===== config.mk =====
export PLATFORM = sky130hd
export DESIGN_NAME = fetch_rom_decoder
export DESIGN_NICKNAME = d
export VERILOG_FILES = /design/src/rtl/fetch_rom_pkg.sv /design/src/rtl/frd_addr_split.sv /design/src/rtl/frd_page_match.sv /design/src/rtl/frd_rom_array.sv /design/src/rtl/fetch_rom_decoder.sv
export SDC_FILE = /design/constraint.sdc
export NUM_CORES = 1
export LEC_CHECK = 0
export ABC_AREA = 1
export BUFFER_PORTS_ARGS = -buffer_cell sky130_fd_sc_hd__buf_2
export CAP_MARGIN = 0
export CORE_AREA = 2 2 39 41
export CTS_CLUSTER_DIAMETER = 50
export DETAILED_ROUTE_END_ITERATION = 7
export DIE_AREA = 0 0 41 43
export PLACE_DENSITY_LB_ADDON = 0.2
export SLEW_MARGIN = 20
export SYNTH_ARGS = -nofsm -noshare
export SYNTH_HDL_FRONTEND = slang
export SYNTH_SLANG_ARGS = --single-unit

===== constraint.sdc =====
create_clock -name clk -period 1.16 [get_ports clk]
set_input_delay 0.232 -clock clk [delete_from_list [all_inputs] [get_ports clk]]
set_output_delay 0.232 -clock clk [all_outputs]
set_load 0.005 [all_outputs]

===== src/rtl/fetch_rom_pkg.sv =====
package fetch_rom_pkg;

  // Per-fetch status that travels alongside the read data.
  typedef struct packed {
    logic misaligned;
    logic page_miss;
  } fetch_flags_t;

  // Image generator: bit b = index bit (b mod idx_w) xor key bit b.
  function automatic logic [63:0] rom_pattern(input int unsigned idx,
                                              input int unsigned idx_w,
                                              input logic [63:0] key);
    logic [63:0] v;
    v = '0;
    for (int b = 0; b < 64; b++) begin
      v[b] = idx[b % idx_w] ^ key[b];
    end
    return v;
  endfunction

endpackage


===== src/rtl/frd_addr_split.sv =====
module frd_addr_split #(
  parameter int ADDR_W = 16,
  parameter int IDX_W  = 8,
  localparam int UP_W  = ADDR_W - IDX_W - 1
) (
  input  logic [ADDR_W-1:0] fetch_addr,
  output logic [IDX_W-1:0]  word_idx,
  output logic [UP_W-1:0]   upper_bits,
  output logic              odd_byte
);

  // Byte address -> word index by dropping bit 0.
  assign odd_byte   = fetch_addr[0];
  assign word_idx   = fetch_addr[IDX_W:1];
  assign upper_bits = fetch_addr[ADDR_W-1:IDX_W+1];

endmodule


===== src/rtl/frd_page_match.sv =====
module frd_page_match #(
  parameter int              UP_W        = 7,
  parameter bit              PAGE_AT_TOP = 1'b1,
  parameter bit              ALIAS_EN    = 1'b0,
  parameter logic [UP_W-1:0] ALIAS_MASK  = '0
) (
  input  logic [UP_W-1:0] upper_bits,
  output logic            page_hit
);

  // Bits that take part in the compare.
  localparam logic [UP_W-1:0] CARE = ALIAS_EN ? ~ALIAS_MASK : {UP_W{1'b1}};

  generate
    if (PAGE_AT_TOP) begin : g_top
      // Top page: every cared bit must be one.
      assign page_hit = &(upper_bits | ~CARE);
    end else begin : g_bottom
      // Bottom page: every cared bit must be zero.
      assign page_hit = ~|(upper_bits & CARE);
    end
  endgenerate

endmodule


===== src/rtl/frd_rom_array.sv =====
module frd_rom_array
  import fetch_rom_pkg::*;
#(
  parameter int          DEPTH   = 256,
  parameter int          DATA_W  = 16,
  parameter logic [63:0] ROM_KEY = 64'h5A3C,
  localparam int         IDX_W   = $clog2(DEPTH)
) (
  input  logic              clk,
  input  logic              rst,
  input  logic [IDX_W-1:0]  rd_idx,
  output logic [DATA_W-1:0] rd_data
);

  logic [DATA_W-1:0] mem [DEPTH];

  // Computed image; synthesis folds this into the RAM initial contents.
  initial begin
    for (int i = 0; i < DEPTH; i++) begin
      logic [63:0] pat;
      pat    = rom_pattern(i, IDX_W, ROM_KEY);
      mem[i] = pat[DATA_W-1:0];
    end
  end

  // Synchronous read with a resettable output register.
  always_ff @(posedge clk) begin
    if (rst) rd_data <= '0;
    else     rd_data <= mem[rd_idx];
  end

endmodule


===== src/rtl/fetch_rom_decoder.sv =====
module fetch_rom_decoder
  import fetch_rom_pkg::*;
#(
  parameter int                                   ADDR_W      = 16,
  parameter int                                   DATA_W      = 16,
  parameter int                                   ROM_WORDS   = 256,
  parameter bit                                   PAGE_AT_TOP = 1'b1,
  parameter bit                                   ALIAS_EN    = 1'b0,
  parameter logic [ADDR_W-$clog2(ROM_WORDS)-2:0]  ALIAS_MASK  = '0,
  parameter logic [DATA_W-1:0]                    NOP_WORD    = 16'h7F00,
  parameter logic [63:0]                          ROM_KEY     = 64'h5A3C
) (
  input  logic              clk,
  input  logic              rst,
  input  logic [ADDR_W-1:0] fetch_addr,
  output logic [DATA_W-1:0] instr,
  output logic              misaligned,
  output logic              bus_err
);

  localparam int IDX_W = $clog2(ROM_WORDS);
  localparam int UP_W  = ADDR_W - IDX_W - 1;

  logic [IDX_W-1:0]  word_idx;
  logic [UP_W-1:0]   upper_bits;
  logic              odd_byte;
  logic              page_hit;
  logic [DATA_W-1:0] rom_q;
  fetch_flags_t      flags_q;

  frd_addr_split #(
    .ADDR_W (ADDR_W),
    .IDX_W  (IDX_W)
  ) u_split (
    .fetch_addr (fetch_addr),
    .word_idx   (word_idx),
    .upper_bits (upper_bits),
    .odd_byte   (odd_byte)
  );

  frd_page_match #(
    .UP_W        (UP_W),
    .PAGE_AT_TOP (PAGE_AT_TOP),
    .ALIAS_EN    (ALIAS_EN),
    .ALIAS_MASK  (ALIAS_MASK)
  ) u_match (
    .upper_bits (upper_bits),
    .page_hit   (page_hit)
  );

  frd_rom_array #(
    .DEPTH   (ROM_WORDS),
    .DATA_W  (DATA_W),
    .ROM_KEY (ROM_KEY)
  ) u_rom (
    .clk     (clk),
    .rst     (rst),
    .rd_idx  (word_idx),
    .rd_data (rom_q)
  );

  // Flags registered in the same edge as the ROM read.
  always_ff @(posedge clk) begin
    if (rst) flags_q <= '0;
    else begin
      flags_q.misaligned <= odd_byte;
      flags_q.page_miss  <= ~page_hit;
    end
  end

  assign instr      = flags_q.page_miss ? NOP_WORD : rom_q;
  assign misaligned = flags_q.misaligned;
  assign bus_err    = flags_q.page_miss;

endmodule


==> impl_metrics.tcl <==
set metrics [dict create \
    final_area_sq_um 769.5 \
    grt_remaining_overflow 0 \
    chipWidth_um 41 \
    hold_buffers 0 \
    grt_use_total_pct 11.56 \
    path_class "reg2out" \
    max_cap_violations 0 \
    synth-edff-count 0 \
    drt_iter0_drc 6 \
    grt_max_degree 15 \
    fp.dieArea_sq_um 1763 \
    synth_nets 86 \
    setup_tns_ps -1350 \
    ys_async_sr_fraction_pct 0 \
    final-hold-violation-count 0 \
    setup_viol 16 \
    cts_buffers 3 \
    synth.area.top_cells "dfxtp_1 55%, nor2_1 17%, inv_1 13%" \
    num_antenna_cells 0 \
    routabilityCongestion 0.6707 \
    synthCells 68 \
    start_util_pct 36.80 \
    io_buffers 35 \
    synth_top_area_share_pct 55.04 \
    drc 0 \
    synth_seq_cells 14 \
    grt_pass1_wl_um 1311 \
    finalCriticalPeriod_ps 1291 \
    required_ps 930 \
    clkTransAtPathRegs_ps 80 \
    core_sq_um 1384 \
    vias 482 \
    relSlewSlack_pct 84.56 \
    clk_path_buf_depth 2 \
    fmax_ghz 0.7748 \
    status "finished with violations" \
    finalMaxSlewViolations 0 \
    ios 36 \
    die_h_um 43 \
    p_leak_nw 0.4485 \
    syn_area_sq_um 509.2 \
    antenna_found_initial 0 \
    root_buffer "clkbuf_4" \
    regArea_sq_um 284.0 \
    route.detailed.wl_per_inst_um 7.268 \
    ys_seq_area_share_pct 55.04 \
    first_pass_iters 4 \
    place_ws_ps 51.15 \
    yosys_warnings 0 \
    synthTopCellsByCount "23 x nor2_1, 17 x inv_1, 14 x dfxtp_1, 6 x nand2_1, 3 x or2_2" \
    setup_slack_ps -130.6 \
    end_kind "output pin" \
    final_nets 126 \
    syn_avg_cell_area_sq_um 7.489 \
    area_growth_pct 51.11 \
    grt_pass1_vias 342 \
    rows 14 \
    cts_sinks 14 \
    multi_input_area_sq_um 153.9 \
    cts_htree_levels 1 \
    cts_tree "built" \
    hpwlAfterDp_um 649 \
    cp-start-kind "register" \
    synth.most_common_cell "nor2_1" \
    worstMarginPinSlew_ps 231.6 \
    hold_path.class "in2reg" \
    cp.arrival_ps 1060 \
    via_per_inst 3.919 \
    path_max_fanout 6 \
    rsz0062_at_grt "yes" \
    synth_flop_cell "dfxtp_1" \
    postRouteAntennaNets 0 \
    p_per_area_nw_per_um2 1292 \
    n_fill_cell 125 \
    period_share_pct 111.3 \
    synth_top_area_cell "dfxtp_1" \
    violations "setup timing" \
    peakVddDrop_mv 0.5882 \
    post_route_cells_drive_above_1_share_pct 46.73 \
    drt-total-wl_um 894 \
    postPlaceCellArea_sq_um 678.2 \
    synth_cell_type_count 9 \
    whs_ps 97.75 \
]
-- critical path, stage by stage (launching register included) --
cell and delay (ps):
dfxtp_4 370, buf_6 120, buf_6 110, nor2_1 70
buf_2 110
-- worst paths after layout --
kind / cells past startpoint / start / to / slack (ps)
min: 2 / fetch_addr[4] / u_rom.rd_data[11] / 100
max: 4 / bus_err / instr[2] / -130
-- through the flow --
stage	util (%)	cells	power (W)
after floorplan	-	68	0.0005830
after global placement	49.01	116	0.0006387
after detailed placement	49.01	116	0.0006406
after CTS	53.71	122	0.0009890
after global routing	55.61	123	0.001040
final	55.61	123	0.0009938
-- cells in the final DEF, fill, tap and decap left out --
cell type / count
a21oi_1: 1
buf_2: 34
buf_4: 1
buf_6: 3
clkbuf_4: 3
clkbuf_8: 1
dfxtp_1: 13
dfxtp_4: 1
inv_1: 16
inv_2: 1
nand2_1: 6
nor2_1: 20
nor2_2: 2
nor2_4: 1
or2_1: 1
or2_2: 2
or2_4: 1
-- cells by family after synthesis --
kind of cell,Yosys count,share of synthesized area (%)
and+or+nand+nor,33,26.29
buffers and inverters,20,17.69
AOI/OAI and AO/OA,1,0.9819
DFF,14,55.04
-- flip-flops by register name, summed over array words and instances (netlist names) --
register and cells:
misaligned 1, bus_err 1, u_rom.rd_data 12
-- power breakdown --
group,switching [W],internal [W]
sequential,0.00000741,0.000505
combinational,0.0000599,0.0000756
clock,0.000155,0.000191
-- per-layer routing --
metal	vias up	part of all wire, %	track usage, %
li1	263	-	-
met1	192	42	12.62
met2	22	45	15.94
met3	5	9.6	3.665
met4	0	3.7	12.00
met5	-	0	0
-- cell type report --
cell class	count	share of cell area (%)
Sequential cell	14	36.91
Timing Repair Buffer	38	27.48
Multi-Input combinational cell	34	20.00
Inverter	17	8.293
Clock buffer	4	4.715
Tap cell	16	2.602
-- timing repair --
action / in CTS / in global routing
buffers inserted: 2 / 1
pin swaps: 0 / 3
setup endpoints to repair: 17 / 14
resized for setup: 6 / 7
gates cloned: 0 / 0
Note: power is estimated with default switching activity, not from simulation.
